$ cat config.mk
export PLATFORM = sky130hd
export DESIGN_NAME = hcache_refill_sched
export DESIGN_NICKNAME = d
export VERILOG_FILES = /design/src/rtl/hcr_pkg.sv /design/src/rtl/hcr_queue_ctr.sv /design/src/rtl/hcr_pick.sv /design/src/rtl/hcr_fsm.sv /design/src/rtl/hcache_refill_sched.sv
export SDC_FILE = /design/constraint.sdc
export NUM_CORES = 1
export LEC_CHECK = 0
export BUFFER_PORTS_ARGS = -buffer_cell sky130_fd_sc_hd__buf_2
export CAP_MARGIN = 20
export CORE_UTILIZATION = 30
export DETAILED_ROUTE_END_ITERATION = 8
export PLACE_DENSITY_LB_ADDON = 0.15
export RECOVER_POWER = 100
export SLEW_MARGIN = 30
export SYNTH_ARGS = -nofsm -noshare
export SYNTH_HDL_FRONTEND = slang
export SYNTH_SLANG_ARGS = --single-unit
$ cat constraint.sdc
create_clock -name clk -period 10.89 [get_ports clk]
set_input_delay 1.6335 -clock clk [delete_from_list [all_inputs] [get_ports clk]]
set_output_delay 1.6335 -clock clk [all_outputs]
set_load 0.01 [all_outputs]
$ cat src/rtl/hcr_pkg.sv
package hcr_pkg;

    // Refill sequencer states
    typedef enum logic [0:0] {
        ST_IDLE = 1'b0,   // waiting for the next refill slot
        ST_XFER = 1'b1    // a block of cells is in flight from DRAM
    } refill_state_e;

endpackage

$ cat src/rtl/hcr_queue_ctr.sv
module hcr_queue_ctr #(
    parameter int OW     = 5,
    parameter int DRAM_W = 16,
    parameter int CW     = 4
) (
    input  logic              clk,
    input  logic              rst,
    input  logic              enq_i,
    input  logic              grant_i,
    input  logic              take_i,
    input  logic [CW-1:0]     take_cells_i,
    input  logic              land_i,
    input  logic [CW-1:0]     land_cells_i,
    output logic [OW-1:0]     occ_o,
    output logic [DRAM_W-1:0] dram_o,
    output logic              grant_miss_o
);

    logic [OW-1:0]     occ_d;
    logic [DRAM_W-1:0] dram_d;

    // a grant against an empty head cache is reported, not applied
    assign grant_miss_o = grant_i && (occ_o == '0);

    always_comb begin
        occ_d = occ_o;
        if (land_i) begin
            occ_d = occ_d + OW'(land_cells_i);
        end
        if (grant_i && (occ_o != '0)) begin
            occ_d = occ_d - OW'(1);
        end
    end

    always_comb begin
        dram_d = dram_o;
        if (enq_i) begin
            dram_d = dram_d + DRAM_W'(1);
        end
        if (take_i) begin
            dram_d = dram_d - DRAM_W'(take_cells_i);
        end
    end

    always_ff @(posedge clk) begin
        if (rst) begin
            occ_o  <= '0;
            dram_o <= '0;
        end else begin
            occ_o  <= occ_d;
            dram_o <= dram_d;
        end
    end

endmodule

$ cat src/rtl/hcr_pick.sv
module hcr_pick #(
    parameter int NQ     = 4,
    parameter int BLK    = 8,
    parameter int THRESH = 8,
    parameter int OW     = 5,
    parameter int DRAM_W = 16,
    parameter int QW     = 2,
    parameter int CW     = 4
) (
    input  logic [NQ-1:0][OW-1:0]     occ_i,
    input  logic [NQ-1:0][DRAM_W-1:0] dram_i,
    output logic                      pick_valid_o,
    output logic [QW-1:0]             pick_q_o,
    output logic [CW-1:0]             pick_cells_o
);

    logic [NQ-1:0][OW-1:0] def_w;
    logic [OW-1:0]         best;
    logic [QW-1:0]         best_q;

    // deficit per queue; zero when the queue is not eligible
    for (genvar g = 0; g < NQ; g++) begin : g_def
        assign def_w[g] = ((dram_i[g] != '0) && (occ_i[g] < OW'(THRESH)))
                        ? (OW'(THRESH) - occ_i[g]) : '0;
    end

    // strict compare keeps the lowest index among equal deficits
    always_comb begin
        best   = '0;
        best_q = '0;
        for (int i = 0; i < NQ; i++) begin
            if (def_w[i] > best) begin
                best   = def_w[i];
                best_q = QW'(i);
            end
        end
    end

    assign pick_valid_o = (best != '0);
    assign pick_q_o     = best_q;
    assign pick_cells_o = (dram_i[best_q] >= DRAM_W'(BLK)) ? CW'(BLK)
                                                          : CW'(dram_i[best_q]);

endmodule

$ cat src/rtl/hcr_fsm.sv
module hcr_fsm
    import hcr_pkg::*;
#(
    parameter int BLK      = 8,
    parameter int XFER_LAT = 5,
    parameter int QW       = 2,
    parameter int CW       = 4,
    localparam int SW = (BLK > 1) ? $clog2(BLK) : 1,
    localparam int LW = (XFER_LAT > 1) ? $clog2(XFER_LAT) : 1
) (
    input  logic          clk,
    input  logic          rst,
    input  logic          pick_valid_i,
    input  logic [QW-1:0] pick_q_i,
    input  logic [CW-1:0] pick_cells_i,
    output logic          launch_o,
    output logic          land_o,
    output logic [QW-1:0] land_q_o,
    output logic [CW-1:0] land_cells_o,
    output logic          req_valid_o,
    output logic [QW-1:0] req_queue_o,
    output logic [CW-1:0] req_cells_o
);

    refill_state_e st_q, st_d;
    logic [SW-1:0] slot_q;
    logic [LW-1:0] lat_q;
    logic          slot_tick;

    assign slot_tick = (slot_q == '0);
    assign launch_o  = (st_q == ST_IDLE) && slot_tick && pick_valid_i;
    assign land_o    = (st_q == ST_XFER) && (lat_q == '0);

    // next-state logic
    always_comb begin
        st_d = st_q;
        unique case (st_q)
            ST_IDLE: if (slot_tick && pick_valid_i) st_d = ST_XFER;  // launch
            ST_XFER: if (lat_q == '0)               st_d = ST_IDLE;  // land
            default:                                st_d = ST_IDLE;
        endcase
    end

    // state register
    always_ff @(posedge clk) begin
        if (rst) st_q <= ST_IDLE;
        else     st_q <= st_d;
    end

    // slot timer, transfer timer and request outputs
    always_ff @(posedge clk) begin
        if (rst) begin
            slot_q       <= '0;
            lat_q        <= '0;
            req_valid_o  <= 1'b0;
            req_queue_o  <= '0;
            req_cells_o  <= '0;
            land_q_o     <= '0;
            land_cells_o <= '0;
        end else begin
            slot_q      <= (slot_q == SW'(BLK - 1)) ? '0 : slot_q + SW'(1);
            req_valid_o <= launch_o;
            if (launch_o) begin
                req_queue_o  <= pick_q_i;
                req_cells_o  <= pick_cells_i;
                land_q_o     <= pick_q_i;
                land_cells_o <= pick_cells_i;
                lat_q        <= LW'(XFER_LAT - 1);
            end else if ((st_q == ST_XFER) && (lat_q != '0)) begin
                lat_q <= lat_q - LW'(1);
            end
        end
    end

endmodule

$ cat src/rtl/hcache_refill_sched.sv
module hcache_refill_sched #(
    parameter int NQ          = 4,
    parameter int BLK         = 8,
    parameter int HEAD_THRESH = 8,
    parameter int XFER_LAT    = 5,
    parameter int DRAM_W      = 16,
    localparam int QW = (NQ > 1) ? $clog2(NQ) : 1,
    localparam int CW = $clog2(BLK + 1),
    localparam int OW = $clog2(HEAD_THRESH + BLK + 1)
) (
    input  logic          clk,
    input  logic          rst,
    input  logic          gnt_valid,
    input  logic [QW-1:0] gnt_queue,
    input  logic          enq_valid,
    input  logic [QW-1:0] enq_queue,
    output logic          req_valid,
    output logic [QW-1:0] req_queue,
    output logic [CW-1:0] req_cells,
    output logic          underflow
);

    logic [NQ-1:0][OW-1:0]     occ_w;
    logic [NQ-1:0][DRAM_W-1:0] dram_w;
    logic [NQ-1:0]             miss_w;
    logic                      pick_v;
    logic [QW-1:0]             pick_q;
    logic [CW-1:0]             pick_c;
    logic                      launch;
    logic                      land;
    logic [QW-1:0]             land_q;
    logic [CW-1:0]             land_c;

    for (genvar g = 0; g < NQ; g++) begin : g_q
        hcr_queue_ctr #(.OW(OW), .DRAM_W(DRAM_W), .CW(CW)) u_ctr (
            .clk          (clk),
            .rst          (rst),
            .enq_i        (enq_valid && (enq_queue == QW'(g))),
            .grant_i      (gnt_valid && (gnt_queue == QW'(g))),
            .take_i       (launch && (pick_q == QW'(g))),
            .take_cells_i (pick_c),
            .land_i       (land && (land_q == QW'(g))),
            .land_cells_i (land_c),
            .occ_o        (occ_w[g]),
            .dram_o       (dram_w[g]),
            .grant_miss_o (miss_w[g])
        );
    end

    hcr_pick #(
        .NQ(NQ), .BLK(BLK), .THRESH(HEAD_THRESH), .OW(OW),
        .DRAM_W(DRAM_W), .QW(QW), .CW(CW)
    ) u_pick (
        .occ_i        (occ_w),
        .dram_i       (dram_w),
        .pick_valid_o (pick_v),
        .pick_q_o     (pick_q),
        .pick_cells_o (pick_c)
    );

    hcr_fsm #(.BLK(BLK), .XFER_LAT(XFER_LAT), .QW(QW), .CW(CW)) u_fsm (
        .clk          (clk),
        .rst          (rst),
        .pick_valid_i (pick_v),
        .pick_q_i     (pick_q),
        .pick_cells_i (pick_c),
        .launch_o     (launch),
        .land_o       (land),
        .land_q_o     (land_q),
        .land_cells_o (land_c),
        .req_valid_o  (req_valid),
        .req_queue_o  (req_queue),
        .req_cells_o  (req_cells)
    );

    // sticky empty-grant flag
    always_ff @(posedge clk) begin
        if (rst)          underflow <= 1'b0;
        else if (|miss_w) underflow <= 1'b1;
    end

endmodule

==> results.toml <==
[yosys]
synthFlopType = "dfxtp_1"
synth_warnings = 0
synthesis.area_mm2 = 0.008701
synth_cells = 1102
synth-seq-cells = 99
synth.distinct_cells = 80
ys_seq_area_frac = 0.2278
synth-async-reset-ratio = 0
avgSynthCellArea_um2 = 7.896
synth_fp_nets = 1186
synth-edff-count = 0

[critical_path]
crit_path_max_incr_delay_ns = 0.92
crit_fanout = 30
r2r_end = "g_q[0].u_ctr.dram_o[14]"
rr_worst_depth = 37
crit_family = "simple AND/OR/NAND/NOR gates"
r2r_start = "g_q[0].u_ctr.occ_o[0]"
path_class = "flop to flop"
r2r_setup_slack_ns = 0.81
crit_buf_inv = 3
arrival_ns = 10.33
worstSetupStartpointType = "flop"
cpMostUsedCell = "ha_1"
critPathCaptureType = "flop"
cpMaxStageDelayCell = "nor4_1"
crit_cells = 37
required_ns = 11.14

[die]
io_pins = 16
die_x_um = 172.3
initial_core_util = 0.3089
fp.dieH_um = 172.3
coreArea_mm2 = 0.02816
rows = 61
die_area_mm2 = 0.02969

[worst_hold_path]
hold_class = "flop to flop"
min_path_cells = 1
hold_path_startpoint = "u_fsm.slot_q[0]"
whs_endpoint = "u_fsm.slot_q[0]"

[clock_tree]
cts.path.max_buffers = 2
cts_max_level = 3
tritoncts = "built"
clock_sinks = 99
cts-root-buf = "clkbuf_16"
cts_hold_buf = 0
cts_setup_buffers = 0
cts_made_buffers = 9
cts_repair_resize_count = 0
path_clk_slew_ns = 0.07
clkLatencyLatePin_ns = 0.37

[outcome]
violations = "max-capacitance violations, max-slew violations"
outcome = "finished, violations left"

[global_routing]
grt_pass1_vias = 7531
antenna_found_initial = 0
grt_max_degree = 68
grt_pass1_wl_um = 40680
overflow = 0
grt_usage = 0.1761

[timing]
fin_skew_ns = 0.01116
slew-limit-headroom = -1.228
tightest_slew_ns = 3.343
setup_viol = 0
rsz0062_at_grt = "false"
fin_crit_ns = 10.08
slew_violations = 68
fin_crit_sh = 0.9255
fin_setup_tns_ns = 0
hold_viol = 0
clock.fmax_mhz = 99.21

[route]
drt-initial-drc-count = 550
viasPerCell = 5.368
wl_um = 24820
vias = 7901
antenna_left = 0
wl_per_cell_um = 16.86
first_pass_iters = 5
drc = 0

[placed_design]
gp_congestion = 0.8224
dp_hpwl_um = 18740
port_buffers = 15

[finish]
final_common_cell = "nor2_1"
syn_to_final_growth_pct = 8.110
drive_above_1_share = 0.04753
final_nets = 1173
n_antenna_cell = 0
final_cell_mix = "nor2_1, dfxtp_1, xnor2_1, ha_1, nand2_1"

[run]
cap_violations = 1
==> sequential cells by signal, summed over array words and instances, names as in the netlist <==
name	count
u_fsm.req_cells_o	4
u_fsm.slot_q	3
u_fsm.req_valid_o	1
g_q.u_ctr.dram_o	64
u_fsm.st_q	1
g_q.u_ctr.occ_o	20
u_fsm.req_queue_o	2
underflow	1
u_fsm.lat_q	3
==> worst max path at each step <==
stage | slack, ns | end | startpoint
after detailed placement | 0.99 | g_q[0].u_ctr.dram_o[9] | g_q[0].u_ctr.occ_o[0]
final | 0.81 | g_q[0].u_ctr.dram_o[14] | g_q[0].u_ctr.occ_o[0]
after floorplan | 2.05 | g_q[0].u_ctr.dram_o[9] | g_q[0].u_ctr.occ_o[0]
after global placement | 1.12 | g_q[0].u_ctr.dram_o[9] | g_q[0].u_ctr.occ_o[0]
after global routing | 0.02 | g_q[3].u_ctr.dram_o[13] | g_q[0].u_ctr.occ_o[0]
after CTS | 0.94 | g_q[0].u_ctr.dram_o[9] | g_q[0].u_ctr.occ_o[0]
==> per-layer routing <==
metal	part of all wire	track usage	wire length (um)	vias up
li1	-	-	-	3965
met1	0.49	0.2421	12260	3767
met2	0.45	0.2842	11150	147
met3	0.039	0.02701	975	22
met4	0.017	0.04617	432	0
met5	0	0	0	-
==> kinds of logic (layout without fill, tap and decap cells) <==
logic type                 after synthesis  in the layout  synth area share
AOI/OAI and AO/OA                      184            184            0.1427
xor gates and xnor gates               119            119            0.1198
adders and majority gates               76             76            0.1162
buffers and inverters                   98             90           0.04530
DFF                                     99             99            0.2278
muxes                                   28             28           0.03451
and+or+nand+nor                        498            498            0.3138
==> layout make-up <==
cell class	count	area, um2
timing repair buffer	26	135.1
clock buffer	12	246.5
tap	378	473.0
inverter	48	180.2
fill	3027	18760
clock inverter	4	73.82
sequential	99	1982
multi-input combinational	905	6316
==> Yosys cell counts, types with 4 or more instances <==
cell type  number  share of area
o41ai_1         4         0.0040
o31ai_1         5         0.0043
nor2b_1        28          0.020
nand2_1        66          0.028
o21ai_0        24          0.014
nand3_1        36          0.021
clkbuf_1       36          0.016
nor3_1         47          0.027
a31oi_1         9         0.0065
nor3b_1        11         0.0095
fa_1            8          0.018
and4_1          9         0.0091
nor4_1         27          0.019
and3b_1         4         0.0040
nand4_1        37          0.027
nor3_2          4         0.0046
mux2i_1        21          0.024
xnor2_1        87          0.088
ha_1           68          0.098
mux2_2          5         0.0065
or4_1           5         0.0043
a211oi_1       21          0.018
nor2_1        116          0.050
nand2b_1       11         0.0079
nor4b_1         9         0.0091
a21oi_1        52          0.030
and2_1         16          0.012
or3_1           8         0.0058
xor2_1         32          0.032
buf_2           8         0.0046
and3_1         38          0.027
o31a_1          6         0.0060
o211ai_1        7         0.0060
inv_1          48          0.021
dfxtp_1        99           0.23
nand3b_1        6         0.0052
a21o_1         15          0.013
==> metrics by stage <==
stage / instance area (um2) / utilization / hold slack, ns / worst slack, ns / std cells
2_1_floorplan: 8701 / - / 0.4301 / 2.051 / 1102
4_1_cts: 9444 / 0.3353 / 0.4706 / 0.9427 / 1472
3_3_place_gp: 9124 / 0.3240 / 0.4487 / 1.120 / 1456
6_report: 9407 / 0.3340 / 0.4656 / 0.8108 / 1472
5_1_grt: 9407 / 0.3340 / 0.4794 / 0.02127 / 1472
3_5_place_dp: 9124 / 0.3240 / 0.4575 / 0.9914 / 1456
Power is left out: the tool's default activity adds up to more than one toggle a clock period on the data nets, which glitch-free logic cannot reach.
